File: config.mk
export PLATFORM = sky130hd
export DESIGN_NAME = port_state_ctrl
export DESIGN_NICKNAME = d
export VERILOG_FILES = /design/src/rtl/pls_pkg.sv /design/src/rtl/pls_next.sv /design/src/rtl/pls_arm_gate.sv /design/src/rtl/pls_out_reg.sv /design/src/rtl/port_state_ctrl.sv
export SDC_FILE = /design/constraint.sdc
export NUM_CORES = 1
export LEC_CHECK = 0
export ABC_CLOCK_PERIOD_IN_PS = 2300
export BUFFER_PORTS_ARGS = -buffer_cell sky130_fd_sc_hd__buf_2
export CAP_MARGIN = 20
export CORE_AREA = 8 8 45 47
export CTS_CLUSTER_DIAMETER = 150
export DETAILED_ROUTE_END_ITERATION = 16
export DIE_AREA = 0 0 53 55
export PLACE_DENSITY = 0.43
export SYNTH_ARGS = -nofsm -noshare
export SYNTH_HDL_FRONTEND = slang
export SYNTH_SLANG_ARGS = --single-unit
export TNS_END_PERCENT = 1
File: constraint.sdc
create_clock -name clk -period 2.3 [get_ports clk]
set_clock_uncertainty 0.2 [all_clocks]
set_input_delay 0.115 -clock clk [delete_from_list [all_inputs] [get_ports clk]]
set_output_delay 0.115 -clock clk [all_outputs]
set_load 0.02 [all_outputs]
File: src/rtl/pls_pkg.sv
package pls_pkg;
  localparam int STATE_W = 2;
  localparam int CMD_W   = 2;
  localparam int GATE_N  = 4;

  typedef enum logic [STATE_W-1:0] {
    PS_DOWN   = 2'd0,
    PS_INIT   = 2'd1,
    PS_ARM    = 2'd2,
    PS_ACTIVE = 2'd3
  } pstate_e;

  typedef enum logic [CMD_W-1:0] {
    MC_NONE   = 2'd0,
    MC_DOWN   = 2'd1,
    MC_ARM    = 2'd2,
    MC_ACTIVE = 2'd3
  } mcmd_e;

  typedef struct packed {
    logic data_tx;
    logic data_rx;
    logic mgmt;
    logic lpkt;
  } gate_t;

  function automatic gate_t gates_for(pstate_e s);
    gate_t g;
    g.data_tx = (s == PS_ACTIVE);
    g.data_rx = (s == PS_ARM) || (s == PS_ACTIVE);
    g.mgmt    = (s != PS_DOWN);
    g.lpkt    = (s != PS_DOWN);
    return g;
  endfunction
endpackage

File: src/rtl/pls_next.sv
module pls_next
  import pls_pkg::*;
(
  input  pstate_e state,
  input  logic    phy_up,
  input  logic    remote_init,
  input  mcmd_e   cmd,
  input  logic    timeout,
  input  logic    go_active,
  output pstate_e nxt
);
  always_comb begin
    nxt = state;
    if (timeout) begin
      nxt = PS_DOWN;
    end else if (cmd == MC_DOWN) begin
      nxt = PS_DOWN;
    end else if (!phy_up) begin
      if (state == PS_ARM || state == PS_ACTIVE) nxt = PS_DOWN;
    end else begin
      unique case (state)
        PS_DOWN:   nxt = PS_INIT;
        PS_INIT:   if (cmd == MC_ARM) nxt = PS_ARM;
        PS_ARM: begin
          if (remote_init)    nxt = PS_INIT;
          else if (go_active) nxt = PS_ACTIVE;
        end
        PS_ACTIVE: if (remote_init) nxt = PS_INIT;
        default:   nxt = PS_DOWN;
      endcase
    end
  end
endmodule

File: src/rtl/pls_arm_gate.sv
module pls_arm_gate
  import pls_pkg::*;
(
  input  logic    clk,
  input  logic    rst,
  input  pstate_e state,
  input  pstate_e nxt,
  input  logic    act_enable,
  input  logic    cmd_active,
  input  logic    act_trigger,
  output logic    go_active
);
  logic en_seen_q;
  logic req_seen_q;
  logic stay_arm;

  assign stay_arm  = (state == PS_ARM) && (nxt == PS_ARM);
  assign go_active = req_seen_q && act_trigger;

  always_ff @(posedge clk) begin
    if (rst || !stay_arm) begin
      en_seen_q  <= 1'b0;
      req_seen_q <= 1'b0;
    end else begin
      en_seen_q  <= en_seen_q | act_enable;
      req_seen_q <= req_seen_q | (cmd_active & en_seen_q);
    end
  end
endmodule

File: src/rtl/pls_out_reg.sv
module pls_out_reg
  import pls_pkg::*;
(
  input  logic    clk,
  input  logic    rst,
  input  pstate_e nxt,
  output pstate_e state_q,
  output gate_t   gates_q
);
  always_ff @(posedge clk) begin
    if (rst) begin
      state_q <= PS_INIT;
      gates_q <= gates_for(PS_INIT);
    end else begin
      state_q <= nxt;
      gates_q <= gates_for(nxt);
    end
  end
endmodule

File: src/rtl/port_state_ctrl.sv
module port_state_ctrl
  import pls_pkg::*;
(
  input  logic               clk,
  input  logic               rst,
  input  logic               phy_up,
  input  logic               remote_init,
  input  logic [CMD_W-1:0]   mgmt_cmd,
  input  logic               act_enable,
  input  logic               act_trigger,
  input  logic               down_timeout,
  output logic               data_tx_en,
  output logic               data_rx_en,
  output logic               mgmt_en,
  output logic               lpkt_en,
  output logic [STATE_W-1:0] port_state
);
  mcmd_e   cmd;
  pstate_e state_q;
  pstate_e nxt;
  gate_t   gates_q;
  logic    go_active;

  assign cmd = mcmd_e'(mgmt_cmd);

  pls_next u_next (
    .state       (state_q),
    .phy_up      (phy_up),
    .remote_init (remote_init),
    .cmd         (cmd),
    .timeout     (down_timeout),
    .go_active   (go_active),
    .nxt         (nxt)
  );

  pls_arm_gate u_arm (
    .clk         (clk),
    .rst         (rst),
    .state       (state_q),
    .nxt         (nxt),
    .act_enable  (act_enable),
    .cmd_active  (cmd == MC_ACTIVE),
    .act_trigger (act_trigger),
    .go_active   (go_active)
  );

  pls_out_reg u_out (
    .clk     (clk),
    .rst     (rst),
    .nxt     (nxt),
    .state_q (state_q),
    .gates_q (gates_q)
  );

  assign port_state = state_q;
  assign data_tx_en = gates_q.data_tx;
  assign data_rx_en = gates_q.data_rx;
  assign mgmt_en    = gates_q.mgmt;
  assign lpkt_en    = gates_q.lpkt;
endmodule

==> results by group, run 1 <==
Run status
  – Outcome: completed

CTS
  – CTS tree: yes
  – Clock transition at path regs: 0.05 ns
  – Later-pin clock latency in the skew report: 0.25 ns
  – Root Driver: clkbuf_4
  – Num CTS Buffers: 3
  – Post-cts sizing count: 0
  – Sinks on Clock Net: 7
  – CTS Buffer Depth: 2
  – Htree depth: 1

Global route
  – Gr usage total: 0.0630
  – Overflow after GRT: 0
  – Largest net degree at the start of global routing: 6
  – Vias in the first global route: 277
  – Initial antenna violation count: 0
  – First-pass GRT wire length: 1190 um

Logic synthesis
  – Seq cells post-synth: 7
  – Largest area contributor in the netlist: dfxtp_1
  – Seq/Total Area, Yosys: 0.441
  – Post-synth top area share: 0.441
  – Post-synth EDFFs: 0
  – Area contributors post-synth: dfxtp_1 (44%), a2111oi_4 (8.7%), nand4bb_4 (8.7%), nand2b_1 (7.9%), nor4_1 (5.9%)
  – Synth warnings: 0
  – Yosys cell types: 17
  – Cell count after synthesis: 29
  – Dominant synthesized flop cell: dfxtp_1
  – Top cells by count, synth: dfxtp_1 (7), nand2b_1 (4), nor4_1 (3), inv_1 (2)
  – Count leader, synth: dfxtp_1
  – Avg Synthesized Cell Area: 11.0 um2
  – Post-synth net total: 38
  – Post-synthesis cell area: 318 um2
  – Ys async rst share: 0

STA
  – Final period util: 0.726
  – RSZ-0062 raised after global routing: false
  – Final count of negative-setup-slack endpoints: 0
  – Final worst slack: 0.630 ns
  – Final Hold Violating Endpoints: 0
  – Max Fclk: 599 MHz
  – Slew HR: 0.829
  – Minimum clock period: 1.67 ns
  – Total negative slack: 0 ns
  – Slew Limit Fails: 0
  – Worst slew pin tran: 0.256 ns

Drt
  – Initial drt markers: 5
  – Number of detailed-route iterations in the first pass: 2
  – Routed WL: 737 um
  – Total number of vias: 268
  – DRC viols: 0
  – DR vias/cell: 4.19
  – Antenna viol nets, final: 0
  – WL/cell: 11.5 um

Layout
  – Layout area overhead: 40.9%
  – Area of the multi-input gates: 159 um2
  – Register area: 140 um2
  – Antenna fix cells: 0
  – # fillers: 157
  – Nets: 58
  – Layout cells sized above 1: 0.458

Setup path
  – Worst setup EP type: flop
  – CP Launch Type: flop
  – Worst R2R Path Depth: 4
  – Worst EP required: 2.23 ns
  – Worst EP arrival: 1.60 ns
  – Critical Path Fanout Max: 5
  – WS Path Type: reg -> reg

Floorplanning
  – Starting Density: 0.230
  – Top-level I/O count: 15
  – Core Area: 1380 um2
  – Die H: 55 um
  – Die Wd: 53 um
  – Cell Rows: 14
  – Die Area: 2920 um2

Placed design
  – DP Worst Slack: 0.626 ns
  – Placer Congestion: 0.735
  – # port buffers: 14

Hold path
  – Hold Path Cell Cnt: 3
  – Worst Hold Class: in -> reg

Power and ir drop
  – Design Power: 0.000277 W
  – VDD IR-drop max: 315 uV
  – PwrDens: 617 nW/um2
  – LEAKAGE: 0.192 nW

Flow run
  – Max-cap violations: 0
routing by layer:
| metal | GRT usage | share of wire | up-vias | routed length [um] |
|---|---|---|---|---|
| li1 | - | - | 140 | - |
| met1 | 0.0550 | 0.41 | 120 | 301 |
| met2 | 0.0918 | 0.46 | 8 | 341 |
| met3 | 0.0615 | 0.13 | 0 | 94 |
| met4 | 0.0388 | 0 | 0 | 0 |
| met5 | 0 | 0 | - | 0 |
through the flow:
| step | utilization | instance area (um2) | hold slack, ns | std cells |
|---|---|---|---|---|
| floorplan | - | 318 | 0.0149 | 29 |
| global placement | 0.289 | 400 | 0.117 | 58 |
| detailed placement | 0.289 | 400 | 0.119 | 58 |
| CTS | 0.324 | 448 | 0.0162 | 64 |
| global route | 0.324 | 448 | 0.0443 | 64 |
| finish | 0.324 | 448 | 0.0271 | 64 |
flip-flops by register name (all words and copies together) (netlist names):
signal and cells:
u_out.gates_q 3, u_out.state_q 2, u_arm.en_seen_q 1, u_arm.req_seen_q 1
worst paths after layout:
kind	start	end	slack, ns
max reg2reg	u_out.state_q[0]$_SDFF_PP1_	u_out.gates_q[0]$_SDFF_PP1_	0.63
max	u_out.state_q[0]$_SDFF_PP1_	u_out.gates_q[0]$_SDFF_PP1_	0.63
min reg2reg	u_arm.en_seen_q$_SDFF_PP0_	u_arm.en_seen_q$_SDFF_PP0_	0.28
min	mgmt_cmd[1]	u_arm.req_seen_q$_SDFF_PP0_	0.03
report_power, final:
| part | switching [W] | internal (W) |
|---|---|---|
| registers | 0.00000297 | 0.000125 |
| clock network | 0.0000448 | 0.0000634 |
| logic | 0.0000206 | 0.0000198 |
cell usage in the layout (no fill, tap or decap), types with 2 or more instances in the layout:
| cell type | instances |
|---|---|
| inv_1 | 2 |
| nand2b_1 | 4 |
| dlygate4sd3_1 | 2 |
| buf_2 | 14 |
| nor4_1 | 3 |
| clkbuf_4 | 3 |
| dfxtp_1 | 7 |
logic make-up after synthesis:
family / Yosys count / share of synthesized area
flip-flops: 7 / 0.441
buffers and inverters: 4 / 0.0591
AND/OR/NAND/NOR: 14 / 0.339
AO/OA/AOI/OAI: 4 / 0.161
worst max-delay path, stage by stage, from the launching register on:
cell and delay (ns):
dfxtp_1 0.35, nand2b_1 0.20, a211o_1 0.24, a31o_2 0.23
or3_1 0.33
final cells by class:
cell class,instances,area share
Multi-Input combinational cell,18,0.355
Sequential cell,7,0.313
Timing Repair Buffer,16,0.201
Clock buffer,3,0.0503
Tap cell,16,0.0447
Inverter,3,0.0251
Clock inverter,1,0.0112
what timing repair did:
action / 4_1_cts / 5_1_grt
hold buffers: 2 / 0
endpoints found under the hold margin: 3 / 0
buffers inserted: 0 / 0
No activity file was read; power rests on OpenSTA's default activity.
==> inputs of run 2 (changes only) <==
- ABC_CLOCK_PERIOD_IN_PS: 2300 -> 1700
- clock period: 2.3 -> 1.7 ns (I/O delays scaled with it)
==> run 2 against run 1 <==
  * Hold slack better by 0.019 ns
  * First-iteration DRC count is 100% lower
  * Design area is 7.0% higher
  * Sequential power is 36% higher
  * Utilization is 2.3 points higher
  * Routed wire length is 4.5% higher
==> results by group, run 2 (synthesis gave the netlist of run 1 again) <==
Placed design
  – Placer Congestion: 0.731
  – Cells after DPL: 58
  – # port buffers: 14

STA
  – Hold Slack: 0.0460 ns
  – RSZ-0062 raised after global routing: true
  – Minimum clock period: 1.61 ns
  – Total negative slack: 0 ns
  – Final period util: 0.949
  – Final Hold Violating Endpoints: 0
  – Worst slew pin tran: 0.276 ns
  – Slew HR: 0.816
  – Final count of negative-setup-slack endpoints: 0
  – Max Fclk: 620 MHz
  – Slew Limit Fails: 0

Power and ir drop
  – Flop pwr share: 0.455
  – Sw Share: 0.245
  – VDD IR-drop max: 369 uV
  – Power Internal: 0.000289 W
  – Sw Pwr: 0.0000939 W
  – LEAKAGE: 0.201 nW
  – Fraction of power consumed by the clock network: 0.391
  – Combinational share of power: 0.153
  – PwrDens: 799 nW/um2

Setup path
  – Worst R2R Start: u_out.state_q[0]$_SDFF_PP1_
  – Critical Path Start: u_out.state_q[0]$_SDFF_PP1_
  – Critical Path Fanout Max: 5
  – WS Path Type: reg -> reg
  – Top delay family on crit path: simple AND/OR/NAND/NOR gates
  – CP Launch Type: flop
  – Worst EP required: 1.64 ns
  – Worst path bufs/invs: 0
  – Worst-path cell chain: nand2b_4 > a211o_1 > a31o_2 > or3_1
  – Crit path max-delay cell type: dfxtp_2
  – Worst setup EP type: flop
  – Max stage delay on crit path: 0.34 ns
  – Worst EP arrival: 1.55 ns

Flow run
  – Max-cap violations: 0

Layout
  – Post-route insts no fill: 65
  – Layout area overhead: 50.8%
  – Nets: 59
  – Layout cells sized above 1: 0.531
  – Most frequent cells in the layout: buf_2 (14), dfxtp_1 (5), nand2b_1 (3), clkbuf_4 (3), dlygate4sd3_1 (3)
  – Leading cell type in the layout, fill and taps excluded: buf_2
  – # fillers: 153
  – Top Registers: u_out.gates_q x3, u_out.state_q x2
  – Antenna fix cells: 0
  – Biggest register: u_out.gates_q
  – Largest register FFs: 3

CTS
  – Htree depth: 1
  – Sinks on Clock Net: 7
  – Later-pin clock latency in the skew report: 0.25 ns
  – Root Driver: clkbuf_4
  – CTS Buffer Depth: 2
  – CTS tree: yes
  – Num CTS Buffers: 3
  – Postcts setup bufs: 0
  – Clock transition at path regs: 0.05 ns

Global route
  – GRT busiest layer: met2
  – Grt met2 use: 0.0996
  – Largest net degree at the start of global routing: 6
  – Overflow after GRT: 0
  – Gr usage total: 0.0640
  – GRT met3 Usage: 0.0561
  – Grt met1 use: 0.0549
  – First-pass GRT wire length: 1280 um
  – Vias in the first global route: 306
  – Initial antenna violation count: 0

Floorplanning
  – Top-level I/O count: 15
  – Die Area: 2920 um2
  – Core Area: 1380 um2
  – Starting Density: 0.230
  – Cell Rows: 14
  – Die H: 55 um
  – Die Wd: 53 um

Run status
  – Outcome: completed

Drt
  – WL/cell: 11.8 um
  – Antenna viol nets, final: 0
  – Routed WL: 770 um
  – Initial drt markers: 0
  – DRC viols: 0
  – Total number of vias: 276
  – DR vias/cell: 4.25
  – Number of detailed-route iterations in the first pass: 1

Hold path
  – Worst Hold Class: in -> reg
  – Hold_sp: mgmt_cmd[0]
## run 2: cell types whose count changed in the layout (fill, tap and decap cells not counted), sizes merged
cell | previous run | this run
clkbuf | 3 | 4
clkinv | 2 | 1
dlygate4sd3 | 2 | 3
## run 2: layout make-up
cell class	instances	area, um2	area share
Clock buffer	4	26.3	0.0548
Sequential cell	7	143	0.298
Timing Repair Buffer	17	100	0.209
Inverter	3	11.3	0.0235
Tap cell	16	20.0	0.0418
Multi-Input combinational cell	18	179	0.373
## run 2: what timing repair did
action / 4_1_cts / 5_1_grt
gates resized for setup: 0 / 5
endpoints found under the hold margin: 5 / 0
hold buffers: 4 / 0
endpoints found under the setup margin: 0 / 3
## run 2: metal layers
layer  up-vias  wire length [um]
met5         -                 0
met4         0                 8
met3         2                91
met2        11               368
met1       122               302
li1        141                 -
## run 2: metrics by stage
stage	cell area [um2]	setup WS, ns	total power, W	util
floorplan	318	0.0145	0.000209	-
global placement	400	0.0508	0.000228	0.289
detailed placement	400	0.0386	0.000229	0.289
CTS	467	0.0288	0.000387	0.337
global route	479	-0.0212	0.000410	0.346
finish	479	0.0872	0.000383	0.346
## run 2: power groups by stage
stage                     clock [W]  combinational, W  sequential, W
after floorplan                   0         0.0000261       0.000182
after global placement            0         0.0000515       0.000177
after detailed placement          0         0.0000517       0.000177
after CTS                  0.000157         0.0000572       0.000174
after global routing       0.000171         0.0000641       0.000175
final                      0.000150         0.0000587       0.000174
## run 2: tightest hold or removal path: stages
cell	delay, ns
buf_2	0.11
a31oi_1	0.19
nor4_2	0.06
## run 2: path summary, 6_finish.rpt
kind	to	slack, ns	cells past startpoint
hold reg to reg	u_arm.en_seen_q$_SDFF_PP0_	0.32	2
hold / removal	u_arm.req_seen_q$_SDFF_PP0_	0.05	3
setup / recovery	u_out.gates_q[0]$_SDFF_PP1_	0.09	4
setup reg to reg	u_out.gates_q[0]$_SDFF_PP1_	0.09	4
